$ cat src/rtl/dot_accum_pkg.sv
package dot_accum_pkg;

  // Strobes handed from control to datapath for one operation
  typedef struct packed {
    logic load;      // capture a new sum this cycle
    logic pairMode;  // two wide lanes instead of four narrow ones
    logic extA;      // sign-extend elements of operand A
    logic extB;      // sign-extend elements of operand B
    logic useHigh;   // pair mode: upper bytes of operand B
  } dpCtl_t;

endpackage

$ cat src/rtl/dot_accum_ctrl.sv
module dot_accum_ctrl
  import dot_accum_pkg::*;
(
  input  logic   clk,
  input  logic   rstN,
  input  logic   inValid,
  input  logic   modePair,
  input  logic   aSigned,
  input  logic   bSigned,
  input  logic   hiSel,
  output dpCtl_t ctl,
  output logic   outValid
);

  always_comb begin
    ctl.load     = inValid;
    ctl.pairMode = modePair;
    ctl.extA     = aSigned;
    ctl.extB     = bSigned;
    // the half select only means something for the wide-lane layout
    ctl.useHigh  = modePair & hiSel;
  end

  always_ff @(posedge clk or negedge rstN) begin
    if (!rstN) outValid <= 1'b0;
    else       outValid <= inValid;
  end

endmodule

$ cat src/rtl/dot_accum_dp.sv
module dot_accum_dp
  import dot_accum_pkg::*;
#(
  parameter int LANE_W = 8,
  parameter int LANES  = 4,
  parameter int ACC_W  = 32
) (
  input  logic                     clk,
  input  logic                     rstN,
  input  dpCtl_t                   ctl,
  input  logic [LANE_W*LANES-1:0]  opA,
  input  logic [LANE_W*LANES-1:0]  opB,
  input  logic [ACC_W-1:0]         accIn,
  output logic [ACC_W-1:0]         result
);

  localparam int WIDE_W = 2 * LANE_W;
  localparam int PAIRS  = LANES / 2;
  localparam int EXT_W  = WIDE_W + 1;
  localparam int PROD_W = 2 * EXT_W;
  localparam int SUM_W  = ((ACC_W > PROD_W) ? ACC_W : PROD_W) + 1;

  logic signed [EXT_W-1:0]  elA   [LANES];
  logic signed [EXT_W-1:0]  elB   [LANES];
  logic signed [PROD_W-1:0] prod  [LANES];
  logic signed [SUM_W-1:0]  term  [LANES];
  logic signed [SUM_W-1:0]  total;

  for (genvar i = 0; i < LANES; i++) begin : g_lane
    logic [LANE_W-1:0] byteA, byteB;
    logic signed [EXT_W-1:0] quadA, quadB;
    assign byteA = opA[i*LANE_W +: LANE_W];
    assign byteB = opB[i*LANE_W +: LANE_W];
    assign quadA = {{(EXT_W-LANE_W){ctl.extA & byteA[LANE_W-1]}}, byteA};
    assign quadB = {{(EXT_W-LANE_W){ctl.extB & byteB[LANE_W-1]}}, byteB};

    if (i < PAIRS) begin : g_wide
      logic [WIDE_W-1:0] halfA;
      logic [LANE_W-1:0] selB;
      assign halfA = opA[i*WIDE_W +: WIDE_W];
      assign selB  = ctl.useHigh ? opB[(i+PAIRS)*LANE_W +: LANE_W]
                                 : opB[i*LANE_W +: LANE_W];
      assign elA[i] = ctl.pairMode ? {ctl.extA & halfA[WIDE_W-1], halfA} : quadA;
      assign elB[i] = ctl.pairMode
                      ? {{(EXT_W-LANE_W){ctl.extB & selB[LANE_W-1]}}, selB}
                      : quadB;
    end else begin : g_narrow
      // lanes past the wide pairs fall silent in pair mode
      assign elA[i] = ctl.pairMode ? '0 : quadA;
      assign elB[i] = ctl.pairMode ? '0 : quadB;
    end

    assign prod[i] = elA[i] * elB[i];
    assign term[i] = {{(SUM_W-PROD_W){prod[i][PROD_W-1]}}, prod[i]};
  end

  always_comb begin
    total = {{(SUM_W-ACC_W){1'b0}}, accIn};
    for (int k = 0; k < LANES; k++) total = total + term[k];
  end

  always_ff @(posedge clk or negedge rstN) begin
    if (!rstN)         result <= '0;
    else if (ctl.load) result <= total[ACC_W-1:0];
  end

endmodule

$ cat src/rtl/dot_accum_unit.sv
module dot_accum_unit
  import dot_accum_pkg::*;
#(
  parameter int LANE_W = 8,
  parameter int LANES  = 4,
  parameter int ACC_W  = 32
) (
  input  logic                    clk,
  input  logic                    rstN,
  input  logic                    inValid,
  input  logic                    modePair,
  input  logic                    aSigned,
  input  logic                    bSigned,
  input  logic                    hiSel,
  input  logic [LANE_W*LANES-1:0] opA,
  input  logic [LANE_W*LANES-1:0] opB,
  input  logic [ACC_W-1:0]        accIn,
  output logic                    outValid,
  output logic [ACC_W-1:0]        result
);

  dpCtl_t ctl;

  dot_accum_ctrl u_ctrl (
    .clk(clk), .rstN(rstN), .inValid(inValid), .modePair(modePair),
    .aSigned(aSigned), .bSigned(bSigned), .hiSel(hiSel),
    .ctl(ctl), .outValid(outValid)
  );

  dot_accum_dp #(.LANE_W(LANE_W), .LANES(LANES), .ACC_W(ACC_W)) u_dp (
    .clk(clk), .rstN(rstN), .ctl(ctl), .opA(opA), .opB(opB),
    .accIn(accIn), .result(result)
  );

endmodule

$ cat config.mk
export PLATFORM = sky130hd
export DESIGN_NAME = dot_accum_unit
export DESIGN_NICKNAME = d
export VERILOG_FILES = /design/src/rtl/dot_accum_pkg.sv /design/src/rtl/dot_accum_ctrl.sv /design/src/rtl/dot_accum_dp.sv /design/src/rtl/dot_accum_unit.sv
export SDC_FILE = /design/constraint.sdc
export NUM_CORES = 2
export LEC_CHECK = 0
export BUFFER_PORTS_ARGS = -buffer_cell sky130_fd_sc_hd__buf_2
export CORE_ASPECT_RATIO = 0.75
export CORE_UTILIZATION = 54
export DETAILED_ROUTE_END_ITERATION = 16
export PLACE_DENSITY = 0.71
export RECOVER_POWER = 100
export SYNTH_ARGS = -nofsm -noshare
export SYNTH_HDL_FRONTEND = slang
export SYNTH_SLANG_ARGS = --single-unit
$ cat constraint.sdc
create_clock -name clk -period 0.95 [get_ports clk]
set_input_delay 0.19 -clock clk [delete_from_list [all_inputs] [get_ports clk]]
set_output_delay 0.19 -clock clk [all_outputs]
set_load 0.03 [all_outputs]
==> impl_metrics.yaml <==
status:
  status: "complete, but fails checks"
  violations: "negative setup slack"
floorplanning:
  die_w_um: 298.2
  io_pins: 136
  die_h_um: 224.2
  rows: 81
  start_util_pct: 54.54
  core_area_mm2: 0.06517
  dieArea_mm2: 0.06686
sta:
  worst_slack_ns: -7.292
  setup_viol: 65
  rsz0062_at_grt: "yes"
  max_freq_mhz: 121.3
  fin_crit_ns: 8.242
  skew_ns: 0
  finalHoldViolations: 0
  final_max_slew_viol_count: 0
  relSlewSlack_pct: 58.03
  tightest_slew_ns: 0.6296
  fin_crit_sh_pct: 867.6
  totalNegativeSetupSlack_ns: -204.37
critical_path:
  cp-end-kind: "register"
  worst_path_max_delay_cell: "fa_2"
  path_common_cell: "fa_1"
  max_stage_delay_ns: 0.60
  crit_fanout: 8
  path_class: "input port to register"
  cp.required_ns: 1.17
  worstRegToRegCells: 3
  crit_path_start_kind: "input port"
  arrival_ns: 8.46
grt:
  grt_pass1_vias: 28465
  grt_max_degree: 34
  track_usage_pct: 32.51
  grt_pass1_wl_um: 161700
  grt_overflow_total: 0
  antenna_found_initial: 0
synthesis:
  synth_cells: 3566
  synth_common_cells: "inv_1 (1175), fa_1 (1073), ha_1 (262)"
  yosys.area.top_type: "fa_1"
  ys_types: 67
  synth.area.top_cells: "fa_1 (60%), inv_1 (12%), ha_1 (9.2%), nand2_1 (2.6%), dfrtp_1 (2.3%)"
  synth-edff-count: 0
  synth_flop_cell: "dfrtp_1"
  seq_area_frac_synth_pct: 2.324
  synth_seq_cells: 33
  synth_top_area_share_pct: 60.44
  async_reset_ff_share_pct: 100.0
  yosys_warnings: 0
  syn-cell-area_mm2: 0.03554
  synth_nets: 5004
  synth.avg_cell_area_um2: 9.966
  yosysMostFrequentCell: "inv_1"
place:
  dpl.hpwl_um: 93910
  post-place-ws_ns: -7.871
  portBuffers: 135
  gp_congestion: 0.9793
drt:
  num_vias: 25940
  wl_um: 102000
  post-route-drc-count: 0
  routedWlPerCell_um: 19.75
  via_per_inst: 5.024
  drt-initial-drc-count: 1923
  drtPass1Iterations: 8
  ant_nets: 0
finish:
  nets: 5729
  drive_gt1_share_pct: 26.91
  areaGrowthSynthToFinish_pct: 24.79
  final_util_pct: 68.06
  diodes: 0
hold_path:
  min_delay_path_depth: 3
  hp-class: "input port to register"
clock_tree:
  ctsLongestPathBuffers: 2
  path_clk_slew_ns: 0.06
  clk_latency_ns: 0.29
  cts_tree: "done"
  cts-root-buf: "clkbuf_16"
  cts.sinks: 33
  cts_inserted_buffers: 5
  htree_levels: 2
flow_run:
  maxCapViolCount: 0
[critical path, delay by kind of cell]
family                     cells  cell delay, ns
muxes                          1            0.33
AOI/OAI and AO/OA              6            1.33
adders and majority gates     11            5.20
buffers and inverters          9            0.86
and+or+nand+nor                3            0.51
[per-stage QoR]
step	hold slack, ns	instance area (µm²)	instances
4_1_cts	0.2768	43820	5143
5_1_grt	0.3321	44350	5163
3_5_place_dp	0.1628	42330	5089
2_1_floorplan	-0.1056	36250	3566
6_report	0.2923	44350	5163
3_3_place_gp	0.1586	42330	5089
[cell usage in the layout, fill, tap and decap left out, drive strengths merged, types with 8 or more instances in the layout]
cell / synthesis / final
or2: 15 / 15
fa: 1073 / 1073
buf: 13 / 794
nor2b: 47 / 47
xnor2: 54 / 54
ha: 262 / 262
nand3: 21 / 21
a21o: 22 / 22
and2: 83 / 83
xor2: 11 / 11
a21oi: 42 / 42
nand2: 244 / 244
mux2i: 22 / 22
or3: 13 / 13
clkbuf: 67 / 9
nand2b: 8 / 8
o21ai: 16 / 16
inv: 1177 / 1173
nor3: 10 / 10
and3: 14 / 14
mux2: 29 / 29
nor2: 221 / 221
dfrtp: 33 / 33
[state kept, by name, summed over array words and instances, names as in the netlist]
| signal | count |
|---|---|
| u_ctrl.outValid | 1 |
| u_dp.result | 32 |
[cells by family (layout without fill, tap and decap cells)]
family / Yosys count / in the layout / synth area share (%)
mux: 51 / 51 / 1.538
compound gates: 130 / 130 / 2.464
simple gates: 689 / 689 / 8.819
fa+ha+maj: 1336 / 1336 / 69.69
flops: 33 / 33 / 2.324
xor+xnor: 68 / 68 / 1.813
buf+inv: 1259 / 1985 / 13.35
[layout make-up]
type                    instances  area, µm²
multi-input cells            2274      31370
fillers                      4950      20810
repair buffers                798       6474
inverters                    1179       4453
well taps                     871       1090
flip-flops and latches         33      825.8
clock buffers                   6      128.9
clock inverters                 2      10.01
[per-layer routing]
| layer | GRT usage [%] | vias up | wire length [µm] |
|---|---|---|---|
| li1 | - | 11510 | - |
| met1 | 46.70 | 13320 | 42040 |
| met2 | 50.10 | 978 | 47270 |
| met3 | 8.350 | 128 | 9855 |
| met4 | 6.799 | 4 | 2725 |
| met5 | 0.7937 | - | 53 |
[worst paths after layout]
check | from | slack (ns) | to
max in group asynchronous | rstN | 0.13 | u_dp.result[4]$_DFFE_PN0P_
setup / recovery | modePair | -7.29 | u_dp.result[27]$_DFFE_PN0P_
hold reg to reg | u_dp.result[12]$_DFFE_PN0P_ | 0.51 | u_dp.result[12]$_DFFE_PN0P_
setup reg to reg | u_dp.result[21]$_DFFE_PN0P_ | 0.02 | u_dp.result[21]$_DFFE_PN0P_
min in group asynchronous | rstN | 0.45 | u_dp.result[31]$_DFFE_PN0P_
hold / removal | inValid | 0.29 | u_dp.result[31]$_DFFE_PN0P_
[repair_timing]
| item | 4_1_cts | 5_1_grt |
|---|---|---|
| endpoints found under the setup margin | 65 | 65 |
| setup buffers | 44 | 20 |
| hold buffers | 1 | 0 |
| endpoints found under the hold margin | 33 | 0 |
| gates cloned | 1 | 1 |
| resized for setup | 263 | 112 |
| pin swaps | 100 | 54 |
Power is not shown: default switching activity piles up to over one toggle a cycle in this logic, so the estimate is an artifact.
